<file path="config.mk">
export PLATFORM = sky130hd
export DESIGN_NAME = booth4_seq_mul
export DESIGN_NICKNAME = d
export VERILOG_FILES = /design/src/rtl/booth4_pkg.sv /design/src/rtl/booth4_recoder.sv /design/src/rtl/booth4_summand.sv /design/src/rtl/booth4_accum.sv /design/src/rtl/booth4_seq_mul.sv
export SDC_FILE = /design/constraint.sdc
export NUM_CORES = 1
export LEC_CHECK = 0
export ABC_AREA = 1
export BUFFER_PORTS_ARGS = -buffer_cell sky130_fd_sc_hd__buf_2
export CAP_MARGIN = 40
export CORE_ASPECT_RATIO = 1.5
export CORE_MARGIN = 1
export CORE_UTILIZATION = 25
export DETAILED_ROUTE_END_ITERATION = 8
export REMOVE_ABC_BUFFERS = 1
export SLEW_MARGIN = 10
export SYNTH_ARGS = -nofsm -noshare
export SYNTH_HDL_FRONTEND = slang
export SYNTH_SLANG_ARGS = --single-unit
</file>
<file path="constraint.sdc">
create_clock -name clk -period 5.25 [get_ports clk]
set_input_delay 0.7875 -clock clk [delete_from_list [all_inputs] [get_ports clk]]
set_output_delay 0.7875 -clock clk [all_outputs]
set_load 0.01 [all_outputs]
</file>
<file path="src/rtl/booth4_pkg.sv">
package booth4_pkg;
  // Summand choice for one multiplier pair
  typedef struct packed {
    logic neg;   // negate the chosen magnitude
    logic one;   // magnitude is M
    logic two;   // magnitude is 2M
  } pick_t;
endpackage

</file>
<file path="src/rtl/booth4_recoder.sv">
module booth4_recoder
  import booth4_pkg::*;
(
  input  logic [2:0] trip,   // {bit i+1, bit i, bit i-1}
  output pick_t      pick
);
  always_comb begin
    pick = '0;
    unique case (trip)
      3'b000, 3'b111: pick = '0;
      3'b001, 3'b010: pick.one = 1'b1;
      3'b011:         pick.two = 1'b1;
      3'b100:         begin pick.two = 1'b1; pick.neg = 1'b1; end
      3'b101, 3'b110: begin pick.one = 1'b1; pick.neg = 1'b1; end
      default:        pick = '0;
    endcase
  end

  // never both magnitudes, and never a negated zero
  always_comb begin
    a_r2_pick_exclusive: assert (!(pick.one && pick.two));
    a_r2_no_neg_zero:    assert (!pick.neg || pick.one || pick.two);
  end
endmodule

</file>
<file path="src/rtl/booth4_summand.sv">
module booth4_summand
  import booth4_pkg::*;
#(
  parameter int unsigned PW = 16
) (
  input  logic [PW-1:0] mc_sh,   // sign-extended, shifted multiplicand
  input  pick_t         pick,
  output logic [PW-1:0] addend,
  output logic          cin
);
  logic [PW-1:0] mag;

  always_comb begin
    if (pick.two)      mag = mc_sh << 1;
    else if (pick.one) mag = mc_sh;
    else               mag = '0;
    addend = pick.neg ? ~mag : mag;
    cin    = pick.neg;
  end
endmodule

</file>
<file path="src/rtl/booth4_accum.sv">
module booth4_accum #(
  parameter int unsigned PW = 16
) (
  input  logic [PW-1:0] acc,
  input  logic [PW-1:0] addend,
  input  logic          cin,
  output logic [PW-1:0] sum
);
  always_comb sum = acc + addend + {{(PW-1){1'b0}}, cin};
endmodule

</file>
<file path="src/rtl/booth4_seq_mul.sv">
module booth4_seq_mul
  import booth4_pkg::*;
#(
  parameter int unsigned N = 8   // operand width, must be even
) (
  input  logic           clk,
  input  logic           rst_n,
  input  logic           start,
  input  logic [N-1:0]   mcand,
  input  logic [N-1:0]   mplier,
  output logic           busy,
  output logic           done,
  output logic [2*N-1:0] product
);
  localparam int unsigned PW    = 2 * N;
  localparam int unsigned STEPS = N / 2;
  localparam int unsigned CW    = $clog2(STEPS + 1);
  localparam logic [CW-1:0] LAST = CW'(STEPS - 1);

  logic [PW-1:0] acc_q, mc_q, addend, sum;
  logic [N:0]    q_q;      // multiplier with implied zero below LSB
  logic [CW-1:0] cnt_q;
  logic          cin;
  pick_t         pick;

  booth4_recoder u_rec (.trip(q_q[2:0]), .pick(pick));

  booth4_summand #(.PW(PW)) u_sum (
    .mc_sh(mc_q), .pick(pick), .addend(addend), .cin(cin)
  );

  booth4_accum #(.PW(PW)) u_acc (
    .acc(acc_q), .addend(addend), .cin(cin), .sum(sum)
  );

  always_ff @(posedge clk or negedge rst_n) begin
    if (!rst_n) begin
      acc_q   <= '0;
      mc_q    <= '0;
      q_q     <= '0;
      cnt_q   <= '0;
      busy    <= 1'b0;
      done    <= 1'b0;
      product <= '0;
    end else begin
      done <= 1'b0;
      if (busy) begin
        acc_q <= sum;
        mc_q  <= mc_q << 2;
        q_q   <= {q_q[N], q_q[N], q_q[N:2]};
        cnt_q <= cnt_q + 1'b1;
        if (cnt_q == LAST) begin
          busy    <= 1'b0;
          done    <= 1'b1;
          product <= sum;
        end
      end else if (start) begin
        acc_q <= '0;
        mc_q  <= {{N{mcand[N-1]}}, mcand};
        q_q   <= {mplier, 1'b0};
        cnt_q <= '0;
        busy  <= 1'b1;
      end
    end
  end

  // done is a single-cycle pulse that ends a run
  a_r5_done_pulse: assert property (@(posedge clk) disable iff (!rst_n)
    done |=> !done);
  a_r5_done_ends_busy: assert property (@(posedge clk) disable iff (!rst_n)
    $fell(busy) |-> done);
  a_r5_cnt_range: assert property (@(posedge clk) disable iff (!rst_n)
    busy |-> (cnt_q <= LAST));
  // a start during a run does not cut it short
  a_r6_start_ignored: assert property (@(posedge clk) disable iff (!rst_n)
    (busy && start && cnt_q != LAST) |=> busy);
  // product only moves when a run completes
  a_r7_hold: assert property (@(posedge clk) disable iff (!rst_n)
    !done |-> $stable(product));
endmodule

</file>
==> metrics.md, run 1 <==
| Metric | Value |
|---|---|
| First-pass GRT wire length | 15000 um |
| Min-Delay Path Depth | 2 |
| Hold buffer count at cts | 0 |
| Initial core utilization | 0.258 |
| Max_cap viols | 0 |
| Die X | 101 um |
| Hold path startpoint | product[9] |
| Layout Skew | 0.00819 ns |
| Clock Latency Late Sink | 0.34 ns |
| Setup crit start | q_q[0] |
| Fin crit period | 3.08 ns |
| Cell chosen for the clock root | clkbuf_16 |
| Die H | 150 um |
| Final Routed Wirelength | 8840 um |
| Post-synth top flop | dfrtp_1 |
| DRT antenna net count | 0 |
| Pin count of the biggest net entering global routing | 63 |
| IO Pins | 37 |
| Max-Slew Margin vs Limit | 0.467 |
| Htree depth | 3 |
| Worst-Margin Slew | 0.800 ns |
| IO buf count | 36 |
| # resized after CTS | 0 |
| Worst-path fanout max | 9 |
| Status | finished clean |
| Synth Cell Area | 0.00364 mm^2 |
| Initial antenna violation count | 0 |
| Drt pass-1 iters | 4 |
| Cells after synthesis | 460 |
| Clock buffer depth | 2 |
| CTS tree | done |
| RSZ-0062 raised after global routing | no |
| Multi-input combinational cell area | 0.00185 mm^2 |
| DRC Markers | 0 |
| Worst Setup Path Type | reg2reg |
| Clock-pin slew on the worst setup and hold paths | 0.05 ns |
| CTS sink count | 62 |
| CP arrival | 3.31 ns |
| Worst r2r path cells | 15 |
| Final nets | 536 |
| Iter 0 DRT Violations | 118 |
| CTS buffer count | 9 |
| Area growth, synth to finish | 19.8% |
| R2R Path End | product[14] |
| Required @ worst endpoint | 5.48 ns |
| Final Hold Fails | 0 |
| Top post-synthesis cells by area | dfrtp_1, nand2_1, ha_1 |
| Rows | 53 |
| WL per Instance | 12.8 um |
| Vias | 3152 |
| Fillcell total | 1490 |
| Area of placed instances | 0.00404 mm^2 |
| Cell accounting for the most synthesized area | dfrtp_1 |
| CP endpoint kind | register |
| Total negative slack | 0 ns |
| Sequential fraction of the synthesis area | 0.426 |
| Worst r2r src | q_q[0] |
| Syn avg cell area | 7.92 um^2 |
| Post-DP HPWL | 6530 um |
| Yosys reg bits | 62 |
| Hold WS | 0.472 ns |
| Final setup viols | 0 |
| Post-synth EDFFs | 0 |
| Util after Layout | 0.309 |
| Yosys cell types | 36 |
| GRT Total Usage | 0.129 |
| Buffers inserted by post-CTS timing repair | 0 |
| Max Fclk | 324 MHz |
| Synth top area share | 0.426 |
| Slew Viols, Final | 0 |
| Crit path launch type | register |
| Flop2flop setup slack | 2.17 ns |
| Period Utilization, post-route | 0.587 |
| Vias in the first global route | 3221 |
| Share of layout cells above drive strength 1 | 0.142 |
| Final Wtd Congestion | 0.902 |
| Async S/R FF share, synth | 1.00 |
| Post-layout instance area | 0.00437 mm^2 |
| Worst Hold End | product[9] |
| Yosys warning count | 0 |
| Gr ovfl total | 0 |
| Core area | 0.0141 mm^2 |
| Register area | 0.00155 mm^2 |
| Diodes inserted | 0 |
| Die area | 0.0151 mm^2 |
| Vias/cell | 4.55 |
| HP Class | reg2reg |
==> worst max-delay path, stage by stage, from the launching register on <==
cell and delay [ns]:
dfrtp_1 0.38, inv_1 0.09, ha_1 0.46, inv_1 0.19, o21ai_0 0.19, o21ai_1 0.10, xor2_1 0.18, fa_1 0.48
nand3_1 0.10, nand3_1 0.15, a21oi_1 0.24, inv_1 0.06, nand3b_1 0.10, nand3_1 0.10, nand3_1 0.10, nand2_1 0.06
==> synth_stat cells (2+ instances only) <==
cell	count
nand3_1	34
nand3b_1	2
nor3_1	2
nand2_1	142
buf_2	4
xor2_1	17
dfrtp_1	62
o21ai_0	10
nor2_1	22
o21bai_1	2
xnor2_1	5
nand2_2	5
inv_1	36
o211ai_1	7
ha_1	21
clkinv_1	4
a21oi_1	11
o22ai_1	3
clkbuf_1	10
a22oi_1	2
o221ai_1	5
o31ai_1	4
o21ai_1	27
inv_2	6
a31oi_1	6
==> placed cells by master (no fill, tap or decap), types with 6 or more instances in the layout <==
cell | netlist | routed
a21oi_1 | 11 | 11
a31oi_1 | 6 | 6
buf_2 | 4 | 36
clkbuf_16 | 0 | 9
dfrtp_1 | 62 | 62
ha_1 | 21 | 21
inv_1 | 36 | 36
inv_2 | 6 | 6
nand2_1 | 142 | 142
nand3_1 | 34 | 34
nor2_1 | 22 | 21
o211ai_1 | 7 | 7
o21ai_0 | 10 | 10
o21ai_1 | 27 | 27
xor2_1 | 17 | 17
==> routing by layer <==
metal,GRT usage,share of wire,wire (um),vias up
li1,-,-,-,1579
met1,0.139,0.41,3630,1491
met2,0.229,0.51,4490,62
met3,0.0290,0.044,387,20
met4,0.0768,0.038,337,0
met5,0,0,0,-
==> final cells by class <==
type,instances,share of cell area
Sequential cell,62,0.355
Clock buffer,11,0.0556
Inverter,46,0.0396
Multi-Input combinational cell,336,0.423
Timing Repair Buffer,40,0.0527
Tap cell,192,0.0550
Clock inverter,5,0.0189
==> how the worst max path moves through the flow <==
stage | end | slack (ns) | cells past startpoint
5_1_grt | product[14] | 1.84 | 15
4_1_cts | product[14] | 2.14 | 15
2_1_floorplan | acc_q[14] | 2.54 | 15
3_5_place_dp | product[14] | 2.16 | 15
3_3_place_gp | product[14] | 2.27 | 15
6_report | product[14] | 2.17 | 15
==> flip-flops by register name, indices dropped and copies added (netlist names) <==
signal	cells
acc_q	16
mc_q	16
product	16
q_q	9
cnt_q	3
busy	1
done	1
==> stage by stage <==
step	setup WS, ns	instances
after global routing	1.84	692
after global placement	2.27	675
after floorplan	2.54	444
after CTS	2.14	692
final	2.17	692
after detailed placement	2.16	676
==> cell families after synthesis <==
kind of cell / Yosys count / share of synthesized area
AND/OR/NAND/NOR: 211 / 0.241
AO/OA/AOI/OAI: 81 / 0.134
buffers and inverters: 62 / 0.0683
flip-flops: 62 / 0.426
XOR/XNOR: 22 / 0.0529
adder cells (fa/ha/maj): 22 / 0.0776
Power of run 1 is not shown: default switching activity piles up to over one toggle a cycle in this logic, so the estimate is an artifact.
==> run 2: changes to the inputs <==
==> constraint.sdc (replaced) <==
create_clock -name clk -period 2.7 [get_ports clk]
set_input_delay 0.405 -clock clk [delete_from_list [all_inputs] [get_ports clk]]
set_output_delay 0.405 -clock clk [all_outputs]
set_load 0.01 [all_outputs]
==> run 2 against run 1 <==
  * The run now ends with negative setup slack left
  * Largest cell class unchanged
  * Final cell count is 7.4% higher
  * Clock skew is 0.00054 ns higher
  * Highest routed layer unchanged
  * Clock-buffer cell count stayed put
  * Global-route usage is 1.4 points higher
==> metrics.md, run 2 (synthesis results as in run 1) <==
| Metric | Value |
|---|---|
| Area growth, synth to finish | 51.9% |
| WL per Instance | 14.7 um (+15%) |
| Period Utilization, post-route | 1.02 (+0.430) |
| RSZ-0062 raised after global routing | yes |
| Pin count of the biggest net entering global routing | 33 (-48%) |
| IO buf count | 36 (unchanged) |
| First-pass GRT wire length | 16700 um (+11%) |
| Max-Slew Margin vs Limit | 0.477 (+0.0107) |
| Gr ovfl total | 0 (unchanged) |
| Required @ worst endpoint | 2.97 ns (-2.51 ns) |
| DRT antenna net count | 0 (unchanged) |
| Crit path max-delay family | simple AND/OR/NAND/NOR gates |
| Cell chosen for the clock root | clkbuf_16 |
| Hold buffer count at cts | 0 (unchanged) |
| Vias | 3484 (+11%) |
| CP endpoint kind | register |
| R2R Path End | acc_q[15] |
| Max_cap viols | 0 (unchanged) |
| Area of placed instances | 0.00423 mm^2 (+4.8%) |
| Final Routed Wirelength | 10900 um (+24%) |
| Worst-path fanout max | 5 (-4) |
| CTS tree | done |
| Biggest regs | acc_q (16), mc_q (16), product (16) |
| Core area | 0.0141 mm^2 (unchanged) |
| Failing checks | negative setup slack |
| Layout Skew | 0.00872 ns (+0.000537 ns) |
| Placed Cells | 701 (+3.7%) |
| HP Class | in2async |
| WP buf/inv | 2 (-1) |
| Worst Setup Path Type | reg2reg |
| Final Wtd Congestion | 0.848 (-6.0%) |
| Util after Layout | 0.392 (+0.0827) |
| Vias in the first global route | 3569 (+11%) |
| Die H | 150 um (unchanged) |
| Worst r2r src | q_q[1] |
| Clock Latency Late Sink | 0.34 ns (about the same) |
| Leading cell types in the layout, fill and taps excluded | nand2_1, dfrtp_1, buf_4 |
| CP Cell Sequence | inv_2 -> ha_4 -> inv_4 -> nand2_8 -> nand2_2 -> a31oi_2 -> xor2_4 -> ha_4 -> a21oi_1 -> nand2_2 -> nand2_2 -> nand2_4 -> nand2_2 -> nand2_2 -> nand2_2 -> nand3_2 -> nand2_1 |
| Share of layout cells above drive strength 1 | 0.419 (+0.277) |
| Slew Viols, Final | 0 (unchanged) |
| Htree depth | 3 (unchanged) |
| Post-layout instance area | 0.00553 mm^2 (+27%) |
| Final setup viols | 6 (+6) |
| Final Hold Fails | 0 (unchanged) |
| IO Pins | 37 (unchanged) |
| Register area | 0.00155 mm^2 (about the same) |
| Crit path launch type | register |
| Post-DP HPWL | 7230 um (+11%) |
| Worst r2r path cells | 17 (+2) |
| CTS buffer count | 9 (unchanged) |
| CTS sink count | 62 (unchanged) |
| Initial antenna violation count | 0 (unchanged) |
| Die X | 101 um (unchanged) |
| Iter 0 DRT Violations | 104 (-12%) |
| Clock buffer depth | 2 (unchanged) |
| Clock-pin slew on the worst setup and hold paths | 0.06 ns (about the same) |
| DRC Markers | 0 (unchanged) |
| GRT Total Usage | 0.143 (+0.0136) |
| Max Fclk | 364 MHz (+12%) |
| Vias/cell | 4.69 (+2.9%) |
| Fin crit period | 2.75 ns (-0.335 ns) |
| Commonest non-fill, non-tap cell in the layout | nand2_1 |
| Flop2flop setup slack | -0.05 ns (-2.21 ns) |
| Multi-input combinational cell area | 0.00262 mm^2 (+42%) |
| Fillcell total | 1359 (-8.8%) |
| Initial core utilization | 0.258 (unchanged) |
| Status | complete, but fails checks |
| Die area | 0.0151 mm^2 (unchanged) |
| Rows | 53 (unchanged) |
| CP arrival | 3.02 ns (-0.29 ns) |
| Final Non-Filler Cells | 743 (+7.4%) |
| Worst path most repeated cell | nand2_2 |
| Fin worst setup slack | -0.0479 ns (-2.21 ns) |
| Max incr delay on CP | 0.43 ns (-0.05 ns) |
| Drt pass-1 iters | 4 (unchanged) |
| Worst-Margin Slew | 0.784 ns (-0.0160 ns) |
| Diodes inserted | 0 (unchanged) |
| Final nets | 587 (+9.5%) |
| Slowest cell on crit path | dfrtp_1 |
run 2: cell types whose count changed in the layout (fill, tap and decap cells not counted), moves of 11 or more:
cell | previous run | this run
nand3_1 | 34 | 19
ha_4 | 0 | 13
nand3_2 | 1 | 12
buf_4 | 3 | 43
ha_1 | 21 | 6
nand2_1 | 142 | 123
nand2_2 | 5 | 20
xor2_1 | 17 | 5
run 2: worst register-to-register path: cells and delay by family, from the launching register on:
kind                       cells  cell delay (ns)
and+or+nand+nor               10             0.92
AOI/OAI and AO/OA              2             0.59
DFF                            1             0.43
adders and majority gates      2             0.40
xor gates and xnor gates       1             0.19
buffers and inverters          2             0.16
run 2: cell type report:
type,instances,area share
tap,192,0.0434
sequential,62,0.281
inverter,46,0.0321
multi-input combinational,339,0.473
clock buffer,11,0.0439
timing repair buffer,88,0.116
clock inverter,5,0.0106
run 2: worst max path at each step:
stage,from,endpoint,slack [ns],cells after the start
floorplan,q_q[0],acc_q[14],-0.005,15
global placement,q_q[0],product[14],-0.16,18
detailed placement,q_q[0],product[14],-0.22,18
CTS,q_q[0],product[14],0.005,17
global route,q_q[1],acc_q[15],-0.22,16
finish,q_q[1],acc_q[15],-0.05,17
run 2: through the flow:
stage	setup WS, ns	hold WS [ns]	TNS (ns)
6_report	-0.0479	0.148	-0.173
5_1_grt	-0.225	0.203	-3.16
4_1_cts	0.00459	0.174	0
2_1_floorplan	-0.00535	0.109	-0.00627
3_3_place_gp	-0.161	0.464	-0.406
3_5_place_dp	-0.220	0.465	-1.30
run 2: layer usage:
metal | track usage | wire length, um | vias to the layer above
met3 | 0.0243 | 280 | 23
met2 | 0.260 | 6000 | 68
met4 | 0.0826 | 345 | 0
met5 | 0 | 0 | -
met1 | 0.154 | 4300 | 1708
li1 | - | - | 1685
run 2: timing repair:
item                       in CTS  in global routing
resized for setup              27                126
cloned                          3                  1
setup buffers                   5                 17
pin swaps                      20                 58
setup endpoints to repair      18                 22
Power of run 2 is left out for the same reason.
==> run 3: changes to the inputs <==
--- a/config.mk
+++ b/config.mk
@@ -8,7 +8,6 @@
 export ABC_AREA = 1
 export BUFFER_PORTS_ARGS = -buffer_cell sky130_fd_sc_hd__buf_2
 export CAP_MARGIN = 40
-export CORE_ASPECT_RATIO = 1.5
 export CORE_MARGIN = 1
 export CORE_UTILIZATION = 25
 export DETAILED_ROUTE_END_ITERATION = 8
==> run 3 against run 2 <==
  * The flow still finishes with violations (negative setup slack)
  * Worst setup slack lost 0.027 ns
  * Register-to-register slack lost 0.03 ns
  * Global-route usage is 0.19 points lower
  * Die area is essentially flat
  * Hold slack improved by 0.11 ns
  * Final area increased by 1.5%
  * Highest routed layer unchanged
==> metrics.md, run 3 (synthesis results as in run 1) <==
| Metric | Value |
|---|---|
| Post-layout instance area | 0.00562 mm^2 (+1.5%) |
| GRT Total Usage | 0.141 (-0.00186) |
| Initial core utilization | 0.259 (+0.00152) |
| Crit path launch type | register |
| RSZ-0062 raised after global routing | yes |
| HP Class | in2reg |
| Hold path startpoint | mplier[7] |
| Worst-Margin Slew | 0.561 ns (-0.223 ns) |
| Htree depth | 3 (unchanged) |
| Area of placed instances | 0.00423 mm^2 (-0.12%) |
| Status | complete, but fails checks |
| CTS sink count | 62 (unchanged) |
| DRT antenna net count | 0 (unchanged) |
| Biggest regs | acc_q (16), mc_q (16), product (16) |
| WL per Instance | 14.6 um (-1.1%) |
| Die area | 0.0151 mm^2 (about the same) |
| Vias/cell | 4.71 (+0.37%) |
| CP Cell Sequence | inv_2 -> buf_6 -> ha_4 -> nor2_2 -> nand2_1 -> nand2_2 -> clkbuf_16 -> xor2_2 -> ha_1 -> a21oi_2 -> nor2_2 -> nor2_2 -> o21ai_1 -> a21oi_2 -> nand2_1 -> nand2_2 -> nand3_2 -> nand2_1 |
| Cell chosen for the clock root | clkbuf_16 |
| Worst r2r path cells | 18 (+1) |
| Clock buffer depth | 2 (unchanged) |
| Util after Layout | 0.400 (+0.00810) |
| Commonest non-fill, non-tap cell in the layout | nand2_1 |
| Diodes inserted | 0 (unchanged) |
| First-pass GRT wire length | 16200 um (-2.9%) |
| WP buf/inv | 3 (+1) |
| Gr ovfl total | 0 (unchanged) |
| Vias in the first global route | 3380 (-5.3%) |
| Max Fclk | 360 MHz (-0.98%) |
| Pin count of the biggest net entering global routing | 31 (-6.1%) |
| Rows | 43 (-19%) |
| Final setup viols | 8 (+2) |
| DRC Markers | 0 (unchanged) |
| CP endpoint kind | register |
| Final Routed Wirelength | 10700 um (-2.5%) |
| Flop2flop setup slack | -0.08 ns (-0.03 ns) |
| Iter 0 DRT Violations | 144 (+38%) |
| Vias | 3445 (-1.1%) |
| Clock-pin slew on the worst setup and hold paths | 0.05 ns (about the same) |
| Final Wtd Congestion | 0.892 (+5.2%) |
| Area growth, synth to finish | 54.1% |
| Period Utilization, post-route | 1.03 (+0.0101) |
| CTS buffer count | 9 (unchanged) |
| Drt pass-1 iters | 4 (unchanged) |
| Post-DP HPWL | 6830 um (-5.6%) |
| Leading cell types in the layout, fill and taps excluded | nand2_1, dfrtp_1, buf_4 |
| Slowest cell on crit path | dfrtp_1 |
| Worst-path fanout max | 5 (unchanged) |
| CP arrival | 3.06 ns (+0.04 ns) |
| CTS tree | done |
| Worst Setup Path Type | reg2reg |
| Worst Hold End | q_q[8] |
| Final nets | 588 (+0.17%) |
| Max incr delay on CP | 0.41 ns (-0.02 ns) |
| Hold WS | 0.263 ns (+0.115 ns) |
| R2R Path End | acc_q[14] |
| Share of layout cells above drive strength 1 | 0.449 (+0.0300) |
| Clock Latency Late Sink | 0.34 ns (about the same) |
| Min-Delay Path Depth | 3 |
| Die H | 123 um (-18%) |
| Slew Viols, Final | 0 (unchanged) |
| Required @ worst endpoint | 2.98 ns (about the same) |
| Layout Skew | 0.00735 ns (-0.00138 ns) |
| Failing checks | negative setup slack |
| Crit path max-delay family | simple AND/OR/NAND/NOR gates |
| IO buf count | 36 (unchanged) |
| Initial antenna violation count | 0 (unchanged) |
| Max_cap viols | 0 (unchanged) |
| Worst r2r src | q_q[1] |
| Final Hold Fails | 0 (unchanged) |
| Fin worst setup slack | -0.0750 ns (-0.0272 ns) |
| Max-Slew Margin vs Limit | 0.626 (+0.149) |
| IO Pins | 37 (unchanged) |
| Die X | 123 um (+22%) |
| Core area | 0.0140 mm^2 (-0.58%) |
| Fin crit period | 2.78 ns (+0.0272 ns) |
run 3: cell count changes in the layout (fill, tap and decap cells not counted), moves of 5 or more:
cell	before	now
nand2_1	123	113
nand2_2	20	26
nor2_1	15	9
nor2_2	5	11
o21ai_2	10	5
run 3: worst max-delay path by stage:
stage | from | end | slack [ns] | cells past startpoint
after CTS | q_q[0] | acc_q[13] | -0.01 | 17
final | q_q[1] | acc_q[14] | -0.08 | 18
after global placement | q_q[0] | acc_q[15] | -0.17 | 17
after global routing | q_q[1] | acc_q[14] | -0.27 | 18
after floorplan | q_q[0] | acc_q[14] | -0.005 | 15
after detailed placement | q_q[0] | acc_q[15] | -0.18 | 17
run 3: area by class of cell:
cell class | instances | area [um^2]
Fill cell | 1361 | 8430
Multi-Input combinational cell | 339 | 2730
Sequential cell | 62 | 1550
Timing Repair Buffer | 89 | 657
Clock buffer | 11 | 243
Tap cell | 180 | 225
Inverter | 46 | 180
Clock inverter | 5 | 25.0
run 3: per-layer routing:
metal | wire, um | GRT usage | vias up
met1 | 4620 | 0.174 | 1658
li1 | - | - | 1688
met3 | 478 | 0.0400 | 26
met2 | 5280 | 0.226 | 73
met5 | 0 | 0 | -
met4 | 285 | 0.0686 | 0
run 3: metrics by stage:
stage / cells / TNS, ns / worst slack [ns]
final: 732 / -0.242 / -0.0750
after global routing: 732 / -2.78 / -0.266
after CTS: 715 / -0.0277 / -0.0107
after detailed placement: 692 / -0.848 / -0.179
after global placement: 692 / -0.487 / -0.173
after floorplan: 444 / -0.00627 / -0.00535
run 3: what timing repair did:
item	CTS	global route
cloned	1	3
gates resized for setup	15	162
endpoints found under the setup margin	16	22
pin swaps	12	74
hold endpoints to repair	8	0
buffers inserted	5	14
hold buffers	1	0
run 3: tightest hold or removal path, delay by kind of cell:
| family | cells | cell delay [ns] |
|---|---|---|
| simple gates | 2 | 0.09 |
| buf+inv | 1 | 0.07 |
Power of run 3 is left out for the same reason.
